===== config.mk =====
export PLATFORM = sky130hd
export DESIGN_NAME = lwm_indirect_store
export DESIGN_NICKNAME = d
export VERILOG_FILES = /design/src/rtl/lwm_pkg.sv /design/src/rtl/lwm_host_seq.sv /design/src/rtl/lwm_ram.sv /design/src/rtl/lwm_cmp.sv /design/src/rtl/lwm_indirect_store.sv
export SDC_FILE = /design/constraint.sdc
export NUM_CORES = 1
export LEC_CHECK = 0
export BUFFER_PORTS_ARGS = -buffer_cell sky130_fd_sc_hd__buf_2
export CORE_MARGIN = 2
export CORE_UTILIZATION = 57
export CTS_BUF_LIST = sky130_fd_sc_hd__clkbuf_16
export DETAILED_ROUTE_END_ITERATION = 8
export PLACE_DENSITY = 0.74
export SYNTH_ARGS = -nofsm -noshare
export SYNTH_HDL_FRONTEND = slang
export SYNTH_SLANG_ARGS = --single-unit
export TNS_END_PERCENT = 20

===== constraint.sdc =====
create_clock -name clk -period 3.8 [get_ports clk]
set_clock_uncertainty 0.15 [all_clocks]
set_input_delay 0.38 -clock clk [delete_from_list [all_inputs] [get_ports clk]]
set_output_delay 0.38 -clock clk [all_outputs]
set_load 0.02 [all_outputs]

===== src/rtl/lwm_pkg.sv =====
package lwm_pkg;
  typedef enum logic {
    DIR_STORE = 1'b0,
    DIR_FETCH = 1'b1
  } acc_dir_e;

  localparam int REG_W      = 16;
  localparam int BUSY_BIT   = 15;
  localparam int DIR_BIT    = 14;
endpackage


===== src/rtl/lwm_host_seq.sv =====
module lwm_host_seq
  import lwm_pkg::*;
#(
  parameter int CH_W    = 6,
  parameter int WM_W    = 9,
  parameter int ACC_LAT = 3,
  parameter int ADDR_W  = 12,
  parameter logic [ADDR_W-1:0] SEL_OFF = 12'h9A0,
  parameter logic [ADDR_W-1:0] DAT_OFF = 12'h9A4
) (
  input  logic              clk,
  input  logic              rst_n,
  input  logic              host_wr,
  input  logic [ADDR_W-1:0] host_addr,
  input  logic [REG_W-1:0]  host_wdata,
  output logic [REG_W-1:0]  host_rdata,
  output logic              busy,
  output logic              sel_hit,
  output logic [CH_W-1:0]   sel_ch,
  input  logic [WM_W-1:0]   ram_rdata,
  output logic              ram_we,
  output logic [WM_W-1:0]   ram_wdata
);
  localparam int CNT_W = (ACC_LAT > 1) ? $clog2(ACC_LAT) : 1;

  acc_dir_e         dir_q;
  logic [CNT_W-1:0] cnt_q;
  logic [WM_W-1:0]  data_q;
  logic             dat_hit;

  assign sel_hit = host_wr && (host_addr == SEL_OFF);
  assign dat_hit = host_wr && (host_addr == DAT_OFF);

  always_ff @(posedge clk) begin
    if (!rst_n) begin
      busy   <= 1'b0;
      cnt_q  <= '0;
      sel_ch <= '0;
      dir_q  <= DIR_STORE;
      data_q <= '0;
    end else if (busy) begin
      if (cnt_q == '0) begin
        busy <= 1'b0;
        if (dir_q == DIR_FETCH) data_q <= ram_rdata;
      end else begin
        cnt_q <= cnt_q - 1'b1;
      end
    end else begin
      if (sel_hit) begin
        sel_ch <= host_wdata[CH_W-1:0];
        dir_q  <= acc_dir_e'(host_wdata[DIR_BIT]);
        busy   <= 1'b1;
        cnt_q  <= CNT_W'(ACC_LAT - 1);
      end
      if (dat_hit) data_q <= host_wdata[WM_W-1:0];
    end
  end

  assign ram_we    = busy && (cnt_q == '0) && (dir_q == DIR_STORE);
  assign ram_wdata = data_q;

  always_comb begin
    host_rdata = '0;
    if (host_addr == SEL_OFF) begin
      host_rdata[BUSY_BIT]  = busy;
      host_rdata[DIR_BIT]   = dir_q;
      host_rdata[CH_W-1:0]  = sel_ch;
    end else if (host_addr == DAT_OFF) begin
      host_rdata[WM_W-1:0]  = data_q;
    end
  end
endmodule


===== src/rtl/lwm_ram.sv =====
module lwm_ram #(
  parameter int NUM_CH = 40,
  parameter int CH_W   = 6,
  parameter int WM_W   = 9
) (
  input  logic            clk,
  input  logic            rst_n,
  input  logic            we,
  input  logic [CH_W-1:0] waddr,
  input  logic [WM_W-1:0] wdata,
  input  logic [CH_W-1:0] raddr_a,
  output logic [WM_W-1:0] rdata_a,
  input  logic [CH_W-1:0] raddr_b,
  output logic [WM_W-1:0] rdata_b
);
  logic [WM_W-1:0] mem [NUM_CH];

  always_ff @(posedge clk) begin
    if (!rst_n) begin
      for (int i = 0; i < NUM_CH; i++) mem[i] <= '0;
    end else if (we && (int'(waddr) < NUM_CH)) begin
      mem[waddr] <= wdata;
    end
  end

  assign rdata_a = (int'(raddr_a) < NUM_CH) ? mem[raddr_a] : '0;
  assign rdata_b = (int'(raddr_b) < NUM_CH) ? mem[raddr_b] : '0;
endmodule


===== src/rtl/lwm_cmp.sv =====
module lwm_cmp #(
  parameter int WM_W = 9
) (
  input  logic            clk,
  input  logic            rst_n,
  input  logic            fire,
  input  logic [WM_W-1:0] wm,
  input  logic [WM_W-1:0] left,
  input  logic [WM_W:0]   chain_len,
  output logic            res_valid,
  output logic            res_req,
  output logic            res_err
);
  localparam int LEN_W = WM_W + 1;

  logic [LEN_W-1:0] lim;
  logic             nz, fits;

  assign lim  = {1'b0, wm} + LEN_W'(2);
  assign nz   = (wm != '0);
  assign fits = nz && (lim <= chain_len);

  always_ff @(posedge clk) begin
    if (!rst_n) begin
      res_valid <= 1'b0;
      res_req   <= 1'b0;
      res_err   <= 1'b0;
    end else begin
      res_valid <= fire;
      res_req   <= fire && fits && (left <= wm);
      res_err   <= fire && nz && !fits;
    end
  end
endmodule


===== src/rtl/lwm_indirect_store.sv =====
module lwm_indirect_store
  import lwm_pkg::*;
#(
  parameter int NUM_CH  = 40,
  parameter int CH_W    = 6,
  parameter int WM_W    = 9,
  parameter int ACC_LAT = 3,
  parameter int ADDR_W  = 12,
  parameter logic [ADDR_W-1:0] SEL_OFF = 12'h9A0,
  parameter logic [ADDR_W-1:0] DAT_OFF = 12'h9A4
) (
  input  logic              clk,
  input  logic              rst_n,
  input  logic              host_wr,
  input  logic [ADDR_W-1:0] host_addr,
  input  logic [15:0]       host_wdata,
  output logic [15:0]       host_rdata,
  input  logic              cmp_valid,
  output logic              cmp_ready,
  input  logic [CH_W-1:0]   cmp_ch,
  input  logic [WM_W-1:0]   cmp_left,
  input  logic [WM_W:0]     cmp_len,
  output logic              res_valid,
  output logic              res_req,
  output logic              res_err
);
  logic            busy_w, sel_hit_w, ram_we_w;
  logic [CH_W-1:0] sel_ch_w;
  logic [WM_W-1:0] host_rd_w, cmp_rd_w, ram_wd_w;

  lwm_host_seq #(
    .CH_W(CH_W), .WM_W(WM_W), .ACC_LAT(ACC_LAT), .ADDR_W(ADDR_W),
    .SEL_OFF(SEL_OFF), .DAT_OFF(DAT_OFF)
  ) u_seq (
    .clk(clk), .rst_n(rst_n),
    .host_wr(host_wr), .host_addr(host_addr), .host_wdata(host_wdata),
    .host_rdata(host_rdata),
    .busy(busy_w), .sel_hit(sel_hit_w), .sel_ch(sel_ch_w),
    .ram_rdata(host_rd_w), .ram_we(ram_we_w), .ram_wdata(ram_wd_w)
  );

  lwm_ram #(.NUM_CH(NUM_CH), .CH_W(CH_W), .WM_W(WM_W)) u_ram (
    .clk(clk), .rst_n(rst_n),
    .we(ram_we_w), .waddr(sel_ch_w), .wdata(ram_wd_w),
    .raddr_a(sel_ch_w), .rdata_a(host_rd_w),
    .raddr_b(cmp_ch), .rdata_b(cmp_rd_w)
  );

  assign cmp_ready = !busy_w && !sel_hit_w;

  lwm_cmp #(.WM_W(WM_W)) u_cmp (
    .clk(clk), .rst_n(rst_n),
    .fire(cmp_valid && cmp_ready),
    .wm(cmp_rd_w), .left(cmp_left), .chain_len(cmp_len),
    .res_valid(res_valid), .res_req(res_req), .res_err(res_err)
  );
endmodule


## Word level (Yosys, flattened, before mapping)

Memories as Yosys holds them, arrays and structs flattened. A register that Yosys moved wholly into a read port is not among the register bits.
Index checks and enable logic that the tools add are counted.
Widths: inputs -> output; s select.

| word-level totals | value |
|---|---|
| flip-flop bits (word level) | 22 |
| RAM bits | 360 |
| output and inout bits | 20 |
| logic and storage cells | 70 |
| memories | 1 |

| operators by class | value |
|---|---|
| add/subtract/negate cells | 2 |
| magnitude comparators | 4 |
| equality and inequality tests | 5 |
| multiplexer cells | 25 |
| bitwise logic cells | 2 |
| reduce and logical (&&, ||, !) cells | 23 |

Memory list:

| memory | depth | width | rd ports | clocked after Yosys merged registers in | write ports | line | text |
|---|---|---|---|---|---|---|---|
| u_ram.mem | 40 | 9 | 2 | 1 | 40 | lwm_ram.sv:16 | `logic [WM_W-1:0] mem [NUM_CH];` |

Operators with widths:

| cell | number |
|---|---|
| $mux 9 | 8 |
| $eq 12x12->1 const B | 2 |
| $mux 6 | 4 |
| $logic_and 1x1->1 | 12 |
| $lt 6x6->1 const B | 2 |
| $add 9x2->10 const B | 1 |
| $le 10x10->1 | 1 |
| $le 9x9->1 | 1 |
| $reduce_bool 9->1 | 1 |
| $reduce_or 9->1 | 1 |
| $mux 1 | 8 |
| $mux 2 | 4 |
| $ne 2x2->1 const B | 3 |
| $reduce_and 2->1 | 2 |
| $reduce_bool 2->1 | 2 |
| $logic_not 1->1 | 3 |
| $mux 3 | 1 |
| $reduce_and 3->1 | 1 |
| $logic_not 2->1 | 1 |
| $not 1->1 | 2 |
| $sub 2x1->2 const B | 1 |

## Logic depth before layout (Yosys ltp)

Gate-level depths: netlist of the first run.

| depth | value |
|---|---|
| depth in word-level cells | 9 |
| gate-level depth with buffers | 18 |
| mapped depth without buffers | 15 |

## Modules after synthesis

From an unflattened synthesis of the first run, not the netlist that was laid out.

| second synthesis, totals | value |
|---|---|
| cell total of the unflattened synthesis | 1913 |
| area total of the unflattened synthesis | 22170.0 µm² |

Modules (own cells, without submodules):

| module | instances | cells each | area an instance (µm²) |
|---|---|---|---|
| lwm_ram | 1 | 1701 | 20415.8 |
| lwm_host_seq | 1 | 120 | 1056.0 |
| lwm_cmp | 1 | 90 | 681.9 |
| lwm_indirect_store | 1 | 2 | 16.3 |

## Worst setup path after synthesis of the first run

No wires, ideal clock.

| timing path | value |
|---|---|
| path kind | input to register |
| from | input port cmp_ch[0] |
| to | register u_cmp.res_req |
| library setup time | 0.129 ns |
| arrival time | 3.494 ns |
| path slack | 0.027 ns |
| cell stages on the path | 17 |
| path buffers | 3 |
| path through | buf_6 buf_12 buf_12 mux2i_1 o21ai_2 a21oi_1 or4_4 and2_1 or3b_1 xor2_1 ha_1 nand2_1 a21o_1 a21boi_0 o21ai_0 a221o_1 nor4b_1 |

| on the way | value |
|---|---|
| word-level cells in the longest chain between the ends | 7 |
| elaborated cells between the ends (all ways) | 10 |
| those cells by class | 1 x add/sub; 3 x order compare; 1 x mux; 4 x reduce/logical; 1 x memory |

Ends and longest elaborated chain:

| item | line | text |
|---|---|---|
| start: declaration | lwm_indirect_store.sv:20 | `input logic [CH_W-1:0] cmp_ch,` |
| $mem_v2 40x9 or $lt 6x6->1 (tied branches) | n/a |  |
| $mux 9 (*) | lwm_ram.sv:27 | `assign rdata_b = (int'(raddr_b) < NUM_CH) ? mem[raddr_b] : '0;` |
| $add 9x2->10 | lwm_cmp.sv:19 | `assign lim = {1'b0, wm} + LEN_W'(2);` |
| $le 10x10->1 | lwm_cmp.sv:21 | `assign fits = nz && (lim <= chain_len);` |
| $logic_and 1x1->1 | lwm_cmp.sv:21 |  |
| $logic_and 1x1->1 | lwm_cmp.sv:30 | `res_req <= fire && fits && (left <= wm);` |
| $logic_and 1x1->1 (*) | lwm_cmp.sv:30 |  |
| end signal: assignment | lwm_cmp.sv:30 |  |
| end: declaration | lwm_cmp.sv:11 | `output logic res_req,` |

Mark *: on every way between the ends. The rest lies on a longest branch, timed or not.
A chain may end at the register's enable or synchronous reset.

==> results.py, run 1 <==
metrics = {
    "global_route": {
        "grt_max_degree": 67,
        "grt_overflow_total": 0,
        "track_usage": 0.292,
        "grt_pass1_vias": 18500,
        "grt_first_pass_wirelength_mm": 115,
        "antenna_found_initial": 2,
    },
    "die": {
        "io_pins": 77,
        "die_w_um": 233,
        "core_sq_mm": 0.0515,
        "die_area_sq_mm": 0.0542,
        "initial_utilization": 0.579,
        "die_h_um": 233,
        "std_cell_rows": 83,
    },
    "sta": {
        "maxSlewHeadroom": 0.428,
        "period_share": 1.01,
        "finalSetupViolations": 1,
        "timing.hold.ws_ns": 0.0702,
        "maxSlewViolCount": 0,
        "min_period_ns": 3.84,
        "finalHoldViolCount": 0,
        "worst_slack_ns": -0.0355,
        "tightest_slew_ns": 0.855,
        "fmax_ghz": 0.261,
        "rsz0062_at_grt": "true",
    },
    "routing": {
        "routed_wl_mm": 76.5,
        "drt.antenna.violating_nets": 0,
        "drc": 0,
        "routedWlPerCell_um": 25.4,
        "dr.pass1.iters": 7,
        "vias_per_cell": 6.07,
        "vias": 18300,
        "drt_iter0_markers": 1953,
    },
    "placement": {
        "dpl_cell_area_sq_mm": 0.0327,
        "place.gp.congestion": 0.978,
        "port_buffers": 65,
        "place_hpwl_mm": 54.2,
    },
    "setup_path": {
        "crit_fanout": 3,
        "end_kind": "register",
        "startpoint_type": "register",
        "worstPathRequired_ns": 4.14,
        "critPathKind": "register to register",
        "arrival_ns": 4.17,
    },
    "synth": {
        "synth_seq_cells": 604,
        "synth_edf_count": 576,
        "ys_seq_area_frac": 0.599,
        "synth-main-ff-cell": "edfxtp_1",
        "syn_area_sq_mm": 0.0298,
        "synth_cell_types": 65,
        "yosysWarnings": 0,
        "async_flop_share": 0,
        "syn_inst": 1866,
        "syn_area_per_cell_sq_um": 16.0,
    },
    "cells_and_area": {
        "area_delta_synth_final_pct": 16.8,
        "nNetsFinal": 2355,
        "drive_gt1_frac": 0.261,
        "design_area_sq_mm": 0.0348,
    },
    "run": {
        "drv_cap": 0,
    },
    "clocking": {
        "ctsLongestPathBuffers": 3,
        "root_buffer": "clkbuf_16",
        "clock_sinks": 604,
        "cts_tree": "built",
        "clk_pin_slew_worst_paths_ns": 0.06,
        "cts_buffers": 61,
        "clock_latency_ns": 0.64,
        "htreeDepth": 2,
    },
    "power_and_ir_drop": {
        "power.density_mw_per_mm2": 417,
        "p_leak_nw": 12.9,
        "vdd_drop_max_mv": 0.507,
    },
    "outcome": {
        "violations": "negative setup slack",
        "status": "finished with violations",
    },
    "worst_hold_path": {
        "min-delay-path-class": "input pin to register",
    },
}
area by class of cell:
type                    instances  area (sq um)
diodes                          2          5.00
clock buffers                  63          1580
clock inverters                50           402
fillers                      3626         16700
inverters                      23          86.3
multi-input cells            1322         12000
flip-flops and latches        604         17900
well taps                     680           851
repair buffers                265          2010
cells by family after synthesis:
logic type	after synthesis	synth area share
flops	604	0.599
simple gates	565	0.110
mux	355	0.221
buf+inv	160	0.0267
compound gates	154	0.0338
fa+ha+maj	21	0.00881
xor+xnor	6	0.00176
other cells	1	0.000126
stage by stage:
step                      setup slack [ns]  utilization  instances  setup TNS [ns]  power (mW)
after floorplan                     0.0271            -       2086               0        8.27
final                              -0.0355        0.676       3009         -0.0355        14.5
after detailed placement            -0.338        0.636       2884          -0.631        8.67
after CTS                           0.0325        0.675       3005               0        14.6
after global placement              -0.289        0.636       2884          -0.557        8.64
after global routing                -0.158        0.676       3007          -0.223        15.0
registers in the layout, summed over array words and instances, names as in the netlist, named ones only:
register / cells
u_cmp.res_valid: 1
u_cmp.res_err: 1
u_cmp.res_req: 1
u_seq.busy: 1
u_seq.sel_ch: 6
u_seq.cnt_q: 2
u_seq.ram_wdata: 9
u_ram.mem: 576
u_seq.dir_q: 1
per-layer routing:
layer,wire [um],GRT usage
met1,30400,0.411
met2,35500,0.450
met3,7650,0.0705
met4,2940,0.104
met5,12,0
cells in the mapped netlist, types with 16 or more instances:
cell type	instances	area, sq um
dfxtp_1	28	561
mux2i_1	108	1080
mux4_2	220	4950
a21oi_1	22	110
clkbuf_1	86	323
and2_1	371	2320
inv_1	22	82.6
nand2_1	36	135
mux4_1	16	420
ha_1	21	263
o21ai_0	51	255
nor2b_1	24	150
buf_2	18	90.1
nor2_1	81	304
a22oi_1	21	158
edfxtp_1	576	17300
worst max-delay path: stages (launching register included):
cell      delay (ns)
edfxtp_1        0.48
mux4_2          0.50
mux4_2          0.50
a211oi_4        0.29
inv_1           0.08
ha_2            0.19
or3b_4          0.24
xor2_2          0.06
ha_1            0.31
nand2_2         0.07
a21o_1          0.16
a21boi_2        0.13
o21ai_1         0.07
a221o_1         0.34
nor4b_2         0.16
where the power goes:
part	internal [mW]	switching, mW
combinational	0.456	0.516
clock	3.45	2.52
sequential	7.49	0.110
what timing repair did:
item                       CTS  global route
gates resized for setup      5             8
pin swaps                    1             6
hold endpoints to repair    13             0
hold buffers                 7             0
buffers inserted             1             2
setup endpoints to repair    2             2
cells in the final DEF, fill, tap and decap left out, drive strengths merged, types with 33 or more instances in the layout:
cell and n:
edfxtp 576, nand2 36, mux2i 108, nor2 81, and2 372, clkbuf 63, inv 33, conb 221
mux4 236, buf 258, o21ai 52
final timing paths:
path	from	endpoint	slack, ns	cells after the start
worst min-delay path	host_wdata[6]	u_seq.ram_wdata[6]	0.07	4
worst min register to register	u_seq.cnt_q[1]	u_seq.cnt_q[1]	0.35	2
worst max register to register	u_ram.mem[38][2]	u_cmp.res_req	-0.04	14
worst max-delay path	u_ram.mem[38][2]	u_cmp.res_req	-0.04	14
No activity file was read; power rests on OpenSTA's default activity.
==> run 2: changes to the inputs <==
--- a/config.mk
+++ b/config.mk
@@ -5,7 +5,7 @@
 export SDC_FILE = /design/constraint.sdc
 export NUM_CORES = 1
 export LEC_CHECK = 0
-export BUFFER_PORTS_ARGS = -buffer_cell sky130_fd_sc_hd__buf_2
+export BUFFER_PORTS_ARGS = -buffer_cell sky130_fd_sc_hd__buf_4
 export CORE_MARGIN = 2
 export CORE_UTILIZATION = 57
 export CTS_BUF_LIST = sky130_fd_sc_hd__clkbuf_16
==> run 2 against run 1 <==
Against the previous run:
- clock power down 5.2%
- largest cell class unchanged
- non-clock buffer count down 14
- the flow now finishes without violations
- sequential share of layout area up 0.072 points
- cell area down 0.14%
- wire length up 0.49%
- critical path type unchanged
- critical path depth unchanged
- die area unchanged
- fmax up 2.6%
- register-to-register slack better by 0.098 ns
==> results.py, run 2 (synthesis gave the netlist of run 1 again) <==
metrics = {
    "routing": {
        "drt_iter0_markers": 1928,
        "drt-met1-wl_mm": 29.3,
        "routedWlPerCell_um": 25.7,
        "drt.antenna.violating_nets": 0,
        "top_layer": "met5",
        "drc": 0,
        "vias": 18400,
        "vias_per_cell": 6.16,
        "routed_wl_mm": 76.9,
        "dr_wl_met3_mm": 8.34,
        "dr.pass1.iters": 7,
        "wl_met2_mm": 36.4,
    },
    "power_and_ir_drop": {
        "vdd_drop_max_mv": 0.395,
        "p_clk_frac": 0.398,
        "p_leak_nw": 12.9,
        "comb_power_share": 0.067,
        "internal_power_mw": 11.1,
        "p_sw_mw": 3.11,
        "p_seq_frac": 0.534,
        "power_mw": 14.2,
        "switching_share": 0.219,
        "power.density_mw_per_mm2": 409,
    },
    "clocking": {
        "cts_tree": "built",
        "clock_sinks": 604,
        "htreeDepth": 2,
        "root_buffer": "clkbuf_16",
        "clk_pin_slew_worst_paths_ns": 0.07,
        "ctsLongestPathBuffers": 3,
        "cts_buffers": 61,
        "clock_latency_ns": 0.63,
    },
    "global_route": {
        "grt_first_pass_wirelength_mm": 115,
        "grt_max_degree": 66,
        "track_usage": 0.292,
        "antenna_found_initial": 5,
        "grt_overflow_total": 0,
        "grt_pass1_vias": 18300,
    },
    "cells_and_area": {
        "largest_reg_flops": 576,
        "top_register": "u_ram.mem",
        "seq_area_sq_mm": 0.0179,
        "area_delta_synth_final_pct": 16.6,
        "multiInputGateArea_sq_mm": 0.0120,
        "nNetsFinal": 2341,
        "drive_gt1_frac": 0.251,
        "fill_cells": 3564,
        "final_common_cell": "edfxtp_1",
        "n_antenna_cell": 0,
        "layout.cells.most_common_list": "576 x edfxtp_1, 371 x and2_1, 227 x buf_4",
    },
    "sta": {
        "finalHoldViolCount": 0,
        "timing.hold.ws_ns": 0.0757,
        "maxSlewHeadroom": 0.387,
        "finalSetupViolations": 0,
        "maxSlewViolCount": 0,
        "fmax_ghz": 0.268,
        "min_period_ns": 3.74,
        "period_share": 0.984,
        "tightest_slew_ns": 0.917,
        "rsz0062_at_grt": "true",
    },
    "worst_hold_path": {
        "hold_depth": 4,
        "min-delay-path-class": "input pin to register",
    },
    "placement": {
        "port_buffers": 65,
        "place_hpwl_mm": 53.1,
        "place.gp.congestion": 0.928,
    },
    "die": {
        "die_w_um": 233,
        "io_pins": 77,
        "std_cell_rows": 83,
        "core_sq_mm": 0.0515,
        "initial_utilization": 0.579,
        "die_area_sq_mm": 0.0542,
        "die_h_um": 233,
    },
    "setup_path": {
        "crit_fanout": 3,
        "worstPathRequired_ns": 4.16,
        "arrival_ns": 4.09,
        "critPathKind": "register to register",
        "end_kind": "register",
        "worst-r2r-cell-count": 14,
        "startpoint_type": "register",
    },
    "outcome": {
        "status": "completed",
    },
    "run": {
        "drv_cap": 0,
    },
}
[run 2: changes by cell type in the layout (fill, tap and decap cells not counted), sizes merged]
cell | previous run | this run
bufinv | 7 | 3
buf | 258 | 244
diode | 2 | 0
clkinvlp | 1 | 0
inv | 33 | 48
clkinv | 32 | 22
[run 2: final timing paths]
| check | start | endpoint | slack (ns) |
|---|---|---|---|
| min reg2reg | u_seq.cnt_q[1] | u_seq.cnt_q[1] | 0.36 |
| max | u_ram.mem[5][2] | u_cmp.res_req | 0.06 |
| min | host_wdata[8] | u_seq.ram_wdata[8] | 0.08 |
| max reg2reg | u_ram.mem[5][2] | u_cmp.res_req | 0.06 |
[run 2: per-layer routing]
layer | track usage | vias to the layer above
met5 | 0 | -
met4 | 0.109 | 6
met3 | 0.0613 | 184
met2 | 0.460 | 1110
met1 | 0.405 | 9281
li1 | - | 7851
[run 2: metrics by stage]
stage	setup WS, ns	instances	setup TNS, ns	util	area, sq um
floorplan	0.0271	2086	0	-	30700
global placement	-0.460	2872	-0.877	0.638	32800
detailed placement	-0.392	2872	-0.740	0.638	32800
CTS	0.00210	2993	0	0.675	34800
global route	-0.103	2993	-0.185	0.675	34800
finish	0.0627	2993	0	0.675	34800
[run 2: timing repair]
item	CTS	global route
cloned	0	0
gates resized for setup	1	4
pin swaps	1	3
hold endpoints to repair	13	0
hold buffers	7	0
setup endpoints to repair	2	2
buffers inserted	1	0
[run 2: power by group through the flow]
stage	Sequential (mW)	Combinational, mW	Clock [mW]
6_report	7.60	0.959	5.66
5_1_grt	7.61	1.02	5.99
3_5_place_dp	7.73	0.925	0
2_1_floorplan	7.69	0.577	0
3_3_place_gp	7.71	0.914	0
4_1_cts	7.59	0.940	5.74
[run 2: layout make-up]
| class | count | area share |
|---|---|---|
| Inverter | 23 | 0.00248 |
| Multi-Input combinational cell | 1322 | 0.345 |
| Timing Repair Buffer | 251 | 0.0605 |
| Sequential cell | 604 | 0.514 |
| Clock inverter | 50 | 0.00849 |
| Clock buffer | 63 | 0.0453 |
| Tap cell | 680 | 0.0245 |
[run 2: worst max-delay path, cell delays in order (launching register included)]
cell and delay (ns):
edfxtp_1 0.40, mux4_1 0.54, mux4_2 0.52, a211oi_2 0.31, inv_1 0.08, ha_2 0.19
or3b_1 0.17, xor2_1 0.07, ha_1 0.29, nand2_1 0.07, a21o_1 0.15, a21boi_1 0.12
o21ai_0 0.08, a221o_1 0.33, nor4b_1 0.15
==> run 3: changes to the inputs <==
--- a/config.mk
+++ b/config.mk
@@ -7,10 +7,10 @@
 export LEC_CHECK = 0
 export BUFFER_PORTS_ARGS = -buffer_cell sky130_fd_sc_hd__buf_4
 export CORE_MARGIN = 2
-export CORE_UTILIZATION = 57
+export CORE_UTILIZATION = 55
 export CTS_BUF_LIST = sky130_fd_sc_hd__clkbuf_16
 export DETAILED_ROUTE_END_ITERATION = 8
-export PLACE_DENSITY = 0.74
+export PLACE_DENSITY = 0.71
 export SYNTH_ARGS = -nofsm -noshare
 export SYNTH_HDL_FRONTEND = slang
 export SYNTH_SLANG_ARGS = --single-unit
==> run 3 against run 2 <==
Against the previous run:
- sequential share of layout area grew 0.094 points
- cell area shrank 0.18%
- critical endpoint unchanged
- wire length grew 1.9%
- largest cell class unchanged
==> results.py, run 3 (synthesis gave the netlist of run 1 again) <==
metrics = {
    "clocking": {
        "clock_latency_ns": 0.66,
        "htreeDepth": 2,
        "clk_pin_slew_worst_paths_ns": 0.06,
        "clock_sinks": 604,
        "post_cts_buffers": 0,
        "root_buffer": "clkbuf_16",
        "cts_tree": "built",
        "cts_buffers": 61,
        "ctsLongestPathBuffers": 3,
    },
    "setup_path": {
        "reg2reg_to": "u_cmp.res_req",
        "arrival_ns": 4.15,
        "worst-r2r-cell-count": 14,
        "worstPathRequired_ns": 4.16,
        "r2r-start": "u_ram.mem[39][2]",
        "rrSetupSlack_ns": 0.007,
        "crit_fanout": 3,
        "critPathKind": "register to register",
        "startpoint_type": "register",
        "end_kind": "register",
    },
    "routing": {
        "vias": 18200,
        "drt_iter0_markers": 2123,
        "vias_per_cell": 6.08,
        "drc": 0,
        "drt.antenna.violating_nets": 0,
        "dr.pass1.iters": 7,
        "routedWlPerCell_um": 26.1,
        "routed_wl_mm": 78.4,
    },
    "sta": {
        "timing.hold.ws_ns": 0.0778,
        "maxSlewViolCount": 0,
        "finalSetupViolations": 0,
        "worst_slack_ns": 0.00746,
        "min_period_ns": 3.79,
        "period_share": 0.998,
        "finalHoldViolCount": 0,
        "tightest_slew_ns": 0.936,
        "rsz0062_at_grt": "true",
        "fmax_ghz": 0.264,
        "maxSlewHeadroom": 0.374,
    },
    "global_route": {
        "grt_pass1_vias": 18400,
        "grt_first_pass_wirelength_mm": 117,
        "antenna_found_initial": 0,
        "grt_overflow_total": 0,
        "track_usage": 0.285,
        "grt_max_degree": 66,
    },
    "cells_and_area": {
        "drive_gt1_frac": 0.252,
        "seq_area_sq_mm": 0.0179,
        "layout.cells.most_common_list": "576 x edfxtp_1, 371 x and2_1, 222 x mux4_2, 222 x buf_4, 221 x conb_1",
        "largest_reg_flops": 576,
        "nNetsFinal": 2333,
        "area_delta_synth_final_pct": 16.4,
        "final-instance-count-excl-fill": 2997,
        "final_common_cell": "edfxtp_1",
        "multiInputGateArea_sq_mm": 0.0120,
        "fill_cells": 3920,
        "top_register": "u_ram.mem",
    },
    "die": {
        "initial_utilization": 0.555,
        "die_area_sq_mm": 0.0561,
        "die_h_um": 237,
        "std_cell_rows": 85,
        "io_pins": 77,
        "die_w_um": 237,
        "core_sq_mm": 0.0537,
    },
    "worst_hold_path": {
        "hold_depth": 4,
        "hp-start": "host_wdata[8]",
        "min-delay-path-class": "input pin to register",
        "min_to": "u_seq.ram_wdata[8]",
    },
    "placement": {
        "port_buffers": 65,
        "dp.cells": 2881,
        "place_hpwl_mm": 54.2,
        "place.gp.congestion": 0.994,
        "dp_worst_setup_slack_ns": -0.494,
    },
    "run": {
        "drv_cap": 0,
    },
    "power_and_ir_drop": {
        "vdd_drop_max_mv": 0.377,
        "power.density_mw_per_mm2": 410,
        "p_leak_nw": 12.8,
    },
    "outcome": {
        "status": "completed",
    },
}
## run 3: cell count changes in the layout (fill, tap and decap cells not counted), moves of 2 or more
| cell | change |
|---|---|
| inv_1 | -8 |
| buf_4 | -5 |
| buf_12 | -3 |
| clkinv_2 | +3 |
| clkinvlp_4 | +3 |
| clkinv_1 | -2 |
| clkinv_16 | +2 |
| diode_2 | +2 |
## run 3: final cells by class
class / instances / share of cell area
Antenna cell: 2 / 0.000144
Clock buffer: 62 / 0.0447
Clock inverter: 45 / 0.00879
Inverter: 23 / 0.00249
Multi-Input combinational cell: 1322 / 0.346
Sequential cell: 604 / 0.515
Tap cell: 696 / 0.0251
Timing Repair Buffer: 243 / 0.0578
## run 3: critical path, stage by stage, from the launching register on
cell	delay (ns)
edfxtp_1	0.50
mux4_2	0.49
mux4_2	0.48
a211oi_2	0.28
inv_1	0.08
ha_2	0.20
or3b_1	0.18
xor2_1	0.07
ha_1	0.29
nand2_1	0.08
a21o_1	0.16
a21boi_1	0.13
o21ai_1	0.08
a221o_1	0.35
nor4b_4	0.14
## run 3: worst max path at each step
stage / slack (ns) / end / from / cells past startpoint
detailed placement: -0.49 / u_cmp.res_req / cmp_ch[0] / 17
finish: 0.007 / u_cmp.res_req / u_ram.mem[39][2] / 14
floorplan: 0.03 / u_cmp.res_req / cmp_ch[0] / 17
global route: -0.16 / u_cmp.res_req / u_ram.mem[37][2] / 14
CTS: 0.01 / u_cmp.res_req / u_ram.mem[39][2] / 14
global placement: -0.46 / u_cmp.res_req / cmp_ch[0] / 15
## run 3: metrics by stage
step | power, mW | utilization | cell area, sq um | setup TNS (ns)
after floorplan | 8.27 | - | 30700 | 0
after global placement | 8.65 | 0.610 | 32800 | -0.871
after detailed placement | 8.68 | 0.610 | 32800 | -0.949
after CTS | 14.3 | 0.646 | 34700 | 0
after global routing | 14.6 | 0.647 | 34700 | -0.292
final | 14.2 | 0.647 | 34700 | 0
## run 3: report_power, final
part | internal [mW] | total (mW) | leakage (nW) | switching, mW
Clock | 3.08 | 5.65 | 0.966 | 2.57
Combinational | 0.457 | 0.981 | 5.76 | 0.524
Sequential | 7.49 | 7.61 | 6.12 | 0.114
Total | 11.0 | 14.2 | 12.8 | 3.21
## run 3: per-layer routing
metal / GRT usage / share of wire
met5: 0 / 0
met4: 0.0965 / 0.032
met3: 0.0612 / 0.094
met2: 0.452 / 0.47
met1: 0.395 / 0.40
## run 3: repair_timing
action | CTS | global route
gates resized for setup | 3 | 7
hold endpoints to repair | 18 | 0
pin swaps | 1 | 2
gates cloned | 0 | 0
hold buffers | 7 | 0
setup endpoints to repair | 2 | 2
